--- config.mk ---
export PLATFORM = sky130hd
export DESIGN_NAME = exc_entry_ctrl
export DESIGN_NICKNAME = d
export VERILOG_FILES = /design/src/rtl/exc_pkg.sv /design/src/rtl/exc_sync.sv /design/src/rtl/exc_prio.sv /design/src/rtl/exc_fsm.sv /design/src/rtl/exc_entry_ctrl.sv
export SDC_FILE = /design/constraint.sdc
export NUM_CORES = 1
export LEC_CHECK = 0
export BUFFER_PORTS_ARGS = -buffer_cell sky130_fd_sc_hd__buf_4
export CAP_MARGIN = 20
export CORE_MARGIN = 3
export CORE_UTILIZATION = 43
export DETAILED_ROUTE_END_ITERATION = 6
export HOLD_SLACK_MARGIN = 0.15
export PLACE_DENSITY = 0.74
export SYNTH_ARGS = -nofsm -noshare
export SYNTH_HDL_FRONTEND = slang
export SYNTH_HIERARCHICAL = 1
export SYNTH_SLANG_ARGS = --single-unit
--- constraint.sdc ---
create_clock -name clk -period 2.75 [get_ports clk]
set_input_delay 0.275 -clock clk [delete_from_list [all_inputs] [get_ports clk]]
set_output_delay 0.275 -clock clk [all_outputs]
set_load 0.01 [all_outputs]
--- src/rtl/exc_pkg.sv ---
package exc_pkg;

    localparam int N_EXC = 6;
    localparam int ID_W  = 3;

    typedef enum logic [2:0] {
        EXC_RST  = 3'd0,
        EXC_DABT = 3'd1,
        EXC_FIQ  = 3'd2,
        EXC_IRQ  = 3'd3,
        EXC_PABT = 3'd4,
        EXC_SWI  = 3'd5
    } exc_id_t;

    typedef enum logic [1:0] {
        MODE_SVC = 2'd0,
        MODE_ABT = 2'd1,
        MODE_FIQ = 2'd2,
        MODE_IRQ = 2'd3
    } exc_mode_t;

    typedef enum logic [1:0] {
        ST_BOOT = 2'd0,
        ST_RUN  = 2'd1,
        ST_HOLD = 2'd2
    } ctl_state_t;

    function automatic exc_mode_t mode_of(exc_id_t id);
        unique case (id)
            EXC_DABT, EXC_PABT: mode_of = MODE_ABT;
            EXC_FIQ:            mode_of = MODE_FIQ;
            EXC_IRQ:            mode_of = MODE_IRQ;
            default:            mode_of = MODE_SVC;
        endcase
    endfunction

    function automatic logic [3:0] adj_of(exc_id_t id);
        unique case (id)
            EXC_FIQ, EXC_IRQ, EXC_PABT: adj_of = 4'd4;
            EXC_DABT:                   adj_of = 4'd8;
            default:                    adj_of = 4'd0;
        endcase
    endfunction

endpackage

--- src/rtl/exc_sync.sv ---
module exc_sync #(
    parameter int WIDTH  = 2,
    parameter int STAGES = 2
) (
    input  logic             clk,
    input  logic             rst_n,
    input  logic [WIDTH-1:0] d_i,
    output logic [WIDTH-1:0] q_o
);
    logic [WIDTH-1:0] chain [STAGES];

    generate
        for (genvar s = 0; s < STAGES; s++) begin : g_stage
            if (s == 0) begin : g_first
                always_ff @(posedge clk or negedge rst_n) begin
                    if (!rst_n) chain[0] <= '0;
                    else        chain[0] <= d_i;
                end
            end else begin : g_next
                always_ff @(posedge clk or negedge rst_n) begin
                    if (!rst_n) chain[s] <= '0;
                    else        chain[s] <= chain[s-1];
                end
            end
        end
    endgenerate

    assign q_o = chain[STAGES-1];
endmodule

--- src/rtl/exc_prio.sv ---
module exc_prio
    import exc_pkg::*;
#(
    parameter int N = N_EXC
) (
    input  logic [N-1:0] req_i,
    output logic         hit_o,
    output exc_id_t      win_o
);
    always_comb begin
        hit_o = |req_i;
        win_o = EXC_SWI;
        for (int i = N - 1; i >= 0; i--) begin
            if (req_i[i]) win_o = exc_id_t'(i[ID_W-1:0]);
        end
    end
endmodule

--- src/rtl/exc_fsm.sv ---
module exc_fsm
    import exc_pkg::*;
(
    input  logic    clk,
    input  logic    rst_n,
    input  logic    hit_i,
    input  exc_id_t win_i,
    input  logic    ready_i,
    output logic    go_o,
    output exc_id_t sel_o,
    output logic    take_o,
    output exc_id_t id_o
);
    ctl_state_t state_q, state_d;

    always_ff @(posedge clk or negedge rst_n) begin
        if (!rst_n) state_q <= ST_BOOT;
        else        state_q <= state_d;
    end

    always_comb begin
        state_d = state_q;
        go_o    = 1'b0;
        sel_o   = win_i;
        unique case (state_q)
            ST_BOOT: begin
                go_o    = 1'b1;
                sel_o   = EXC_RST;
                state_d = ST_HOLD;
            end
            ST_RUN: begin
                if (hit_i && (ready_i || win_i == EXC_RST)) begin
                    go_o    = 1'b1;
                    state_d = ST_HOLD;
                end
            end
            ST_HOLD: state_d = ST_RUN;
            default: state_d = ST_BOOT;
        endcase
    end

    always_ff @(posedge clk or negedge rst_n) begin
        if (!rst_n) begin
            take_o <= 1'b0;
            id_o   <= EXC_RST;
        end else begin
            take_o <= go_o;
            if (go_o) id_o <= sel_o;
        end
    end
endmodule

--- src/rtl/exc_entry_ctrl.sv ---
module exc_entry_ctrl
    import exc_pkg::*;
#(
    parameter int ADDR_W      = 32,
    parameter int SYNC_STAGES = 2
) (
    input  logic              clk,
    input  logic              rst_n,
    input  logic              req_rst,
    input  logic              req_dabt,
    input  logic              fiq_async,
    input  logic              irq_async,
    input  logic              req_pabt,
    input  logic              req_swi,
    input  logic              mask_f_in,
    input  logic              mask_i_in,
    input  logic              pipe_ready,
    input  logic [ADDR_W-1:0] cur_pc,
    output logic              take_o,
    output logic [2:0]        exc_id_o,
    output logic [1:0]        mode_o,
    output logic [3:0]        ret_adj_o,
    output logic [ADDR_W-1:0] link_o,
    output logic              mask_f_o,
    output logic              mask_i_o
);
    logic [1:0]       irq_sync;
    logic [N_EXC-1:0] req_vec;
    logic             hit, go;
    exc_id_t          win, sel, id_q;

    exc_sync #(.WIDTH(2), .STAGES(SYNC_STAGES)) u_sync (
        .clk   (clk),
        .rst_n (rst_n),
        .d_i   ({irq_async, fiq_async}),
        .q_o   (irq_sync)
    );

    always_comb begin
        req_vec           = '0;
        req_vec[EXC_RST]  = req_rst;
        req_vec[EXC_DABT] = req_dabt;
        req_vec[EXC_FIQ]  = irq_sync[0] & ~mask_f_in;
        req_vec[EXC_IRQ]  = irq_sync[1] & ~mask_i_in;
        req_vec[EXC_PABT] = req_pabt;
        req_vec[EXC_SWI]  = req_swi;
    end

    exc_prio #(.N(N_EXC)) u_prio (
        .req_i (req_vec),
        .hit_o (hit),
        .win_o (win)
    );

    exc_fsm u_fsm (
        .clk     (clk),
        .rst_n   (rst_n),
        .hit_i   (hit),
        .win_i   (win),
        .ready_i (pipe_ready),
        .go_o    (go),
        .sel_o   (sel),
        .take_o  (take_o),
        .id_o    (id_q)
    );

    always_ff @(posedge clk or negedge rst_n) begin
        if (!rst_n) begin
            mode_o    <= MODE_SVC;
            ret_adj_o <= '0;
            link_o    <= '0;
            mask_f_o  <= 1'b1;
            mask_i_o  <= 1'b1;
        end else if (go) begin
            mode_o    <= mode_of(sel);
            ret_adj_o <= adj_of(sel);
            link_o    <= cur_pc;
            mask_i_o  <= 1'b1;
            mask_f_o  <= (sel == EXC_RST || sel == EXC_FIQ) ? 1'b1 : mask_f_in;
        end else begin
            mask_f_o  <= mask_f_in;
            mask_i_o  <= mask_i_in;
        end
    end

    assign exc_id_o = id_q;
endmodule

==> summary.md <==
| Metric | Value |
|---|---|
| CTS tree | `done` |
| RR Startpoint | `u_sync/q_o[1]` |
| Top FF cell, synth | `dfrtp_1` |
| Layout cells sized above 1 | `0.585` |
| Total GRT Usage | `0.165` |
| Core ar. | `4170 sq um` |
| DR pass1 iterations | `4` |
| Routed vias/inst | `4.94` |
| Clock Skews | `8.52 ps` |
| FF+latch count, synth | `48` |
| Slowest cell delay on critical path | `380 ps` |
| WHS Endpoint | `mask_f_o` |
| Cell taking the most area after synthesis | `dfrtp_1` |
| Tightest Hold Check Type | `input port to flop` |
| H-tree levels | `2` |
| Grt total ovfl | `0` |
| DRT Wirelength | `4140 microns` |
| Endpoints failing setup | `0` |
| R2R cell count | `8` |
| CP max-delay cell | `or3_4` |
| RSZ-0062 raised after global routing | `false` |
| Worst Setup Start Kind | `flop` |
| Diode count | `0` |
| Detailed Place HPWL | `3220 microns` |
| Design Power | `3100 uW` |
| PD cells | `1130 nW/um^2` |
| Reg2Reg Setup Slack | `480 ps` |
| CTS root buffer | `clkbuf_8` |
| Initial antenna violation count | `0` |
| Most frequent cell after synthesis | `dfrtp_1` |
| DR WL/cell | `14.8 microns` |
| Max-slew violation count | `0` |
| Maximum Capacitance Violations | `0` |
| Clk sinks | `48` |
| Synth top area share | `0.597` |
| Vias in the first global route | `1535` |
| Leakage | `0.00132 uW` |
| WP buf/inv | `1` |
| PortBufs | `84` |
| Top cells by area, synth | `dfrtp_1 (60%), mux2_2 (19%), buf_4 (3.1%)` |
| Post-synth cell types | `28` |
| Ys Warns | `6` |
| Critical path depth | `8` |
| Nets@finish | `271` |
| Fmax | `441 MHz` |
| Area grow syn2layout | `41.7%` |
| Period Utilization, post-route | `0.824` |
| Clk slew on worst S/H paths | `90 ps` |
| Mapped Area | `1930 sq um` |
| Setup TNS | `0 ps` |
| Top cells by count, synth | `dfrtp_1 (46), mux2_2 (32), buf_4 (8), nor2_1 (8), nand2_1 (5)` |
| Die Width | `73.0 microns` |
| Largest delay share family, worst path | `simple AND/OR/NAND/NOR gates` |
| Peak supply drop | `0.000732 V` |
| Tmin final | `2270 ps` |
| First-pass GRT wire length | `6810 microns` |
| Worst Path Arrival | `2440 ps` |
| Cells after synthesis | `140` |
| Postcts setup bufs | `0` |
| Sequential fraction of the synthesis area | `0.624` |
| Rows | `23` |
| Kind of end point of the critical path | `flop` |
| Hold_buf cts | `3` |
| First DRT Iteration DRCs | `47` |
| Clock tree buffer depth | `2` |
| Syn Area/Cell | `13.8 sq um` |
| Number of CTS-inserted buffers | `5` |
| Vias | `1379` |
| Worst hold path stage count | `2` |
| Critical path class | `flop to flop` |
| Initial core utilization | `0.462` |
| Slew headroom | `0.612` |
| Placer Congestion | `0.740` |
| WP data required | `2930 ps` |
| Final Hold Viols | `0` |
| Worst hold start | `mask_f_in` |
| Die ar. | `5330 sq um` |
| Status | `complete, no violations` |
| Hold_ws | `167 ps` |
| Post-CTS sizing | `0` |
| DR DRC count | `0` |
| Critical-path cell list | `nor2b_1, nor3b_1, nor3_1, or3_4, a21o_1, nand2_1, buf_4, mux2_2` |
| Post-synth ARST share | `1.00` |
| FF-to-FF End | `link_o[24]` |
| Largest net degree at the start of global routing | `49` |
| Number of synthesized flops with an enable pin | `0` |
| Die H | `73.0 microns` |
| CP max FO | `21` |
| Worst Tran Pin Value | `582 ps` |
| Clock latency on the worst-skew pair | `290 ps` |
| Boundary Pins | `87` |
| Post-route antenna net violation count | `0` |
==> through the flow <==
step                      cell area [sq um]  cells  utilization  setup slack, ps
after floorplan                        1930    141            -              577
after global placement                 2580    268        0.618              531
after detailed placement               2580    268        0.618              468
after CTS                              2730    279        0.655              476
after global routing                   2730    279        0.655              344
final                                  2730    279        0.655              483
==> layer usage <==
layer / global-route usage / vias to the layer above / routed length, microns
li1: - / 650 / -
met1: 0.194 / 664 / 1620
met2: 0.281 / 63 / 2110
met3: 0.0661 / 2 / 392
met4: 0.0430 / 0 / 19
met5: 0 / - / 0
==> cell type report <==
cell class / instances / area [sq um]
Sequential cell: 48 / 1200
Inverter: 3 / 11.3
Clock buffer: 7 / 96.3
Clock inverter: 1 / 30.0
Timing Repair Buffer: 89 / 676
Multi-Input combinational cell: 81 / 654
Fill cell: 314 / 1440
Tap cell: 50 / 62.6
==> cell usage in the layout, fill, tap and decap left out, types with 3 or more instances in the layout <==
master	synthesis	final
nor2b_1	3	3
inv_1	3	3
nor2_1	8	8
nand2b_1	4	4
mux2_2	32	32
a21oi_1	3	3
nand2_1	5	5
dlygate4sd3_1	0	3
o21ai_0	3	3
clkbuf_8	0	7
buf_4	8	86
dfrtp_1	46	46
==> cells by family (layout without fill, tap and decap cells) <==
group	count (synthesis)	in the layout	synth area share
DFF	48	48	0.624
AOI/OAI and AO/OA	11	11	0.0331
other	1	2	0.00194
muxes	33	33	0.192
and+or+nand+nor	35	35	0.110
buffers and inverters	12	100	0.0389
==> state kept, by name, summed over array words and instances, names as in the netlist, 2 cells and up <==
signal,flops
link_o,32
mode_o,2
ret_adj_o,2
u_fsm/id_o,3
u_fsm/state_q,2
u_sync/chain,2
u_sync/q_o,2
==> where the power goes <==
part	internal [uW]	switching, uW
registers	1030	166
clock network	321	222
logic	781	585
==> how the worst max path moves through the flow <==
stage,end,start,slack (ps)
6_report,link_o[24],u_sync/q_o[1],480
5_1_grt,link_o[24],u_sync/q_o[1],340
4_1_cts,link_o[24],u_sync/q_o[1],480
3_5_place_dp,link_o[24],mask_f_in,470
3_3_place_gp,link_o[26],mask_f_in,530
2_1_floorplan,link_o[0],u_sync/q_o[1],580
No activity file was read; power rests on OpenSTA's default activity.
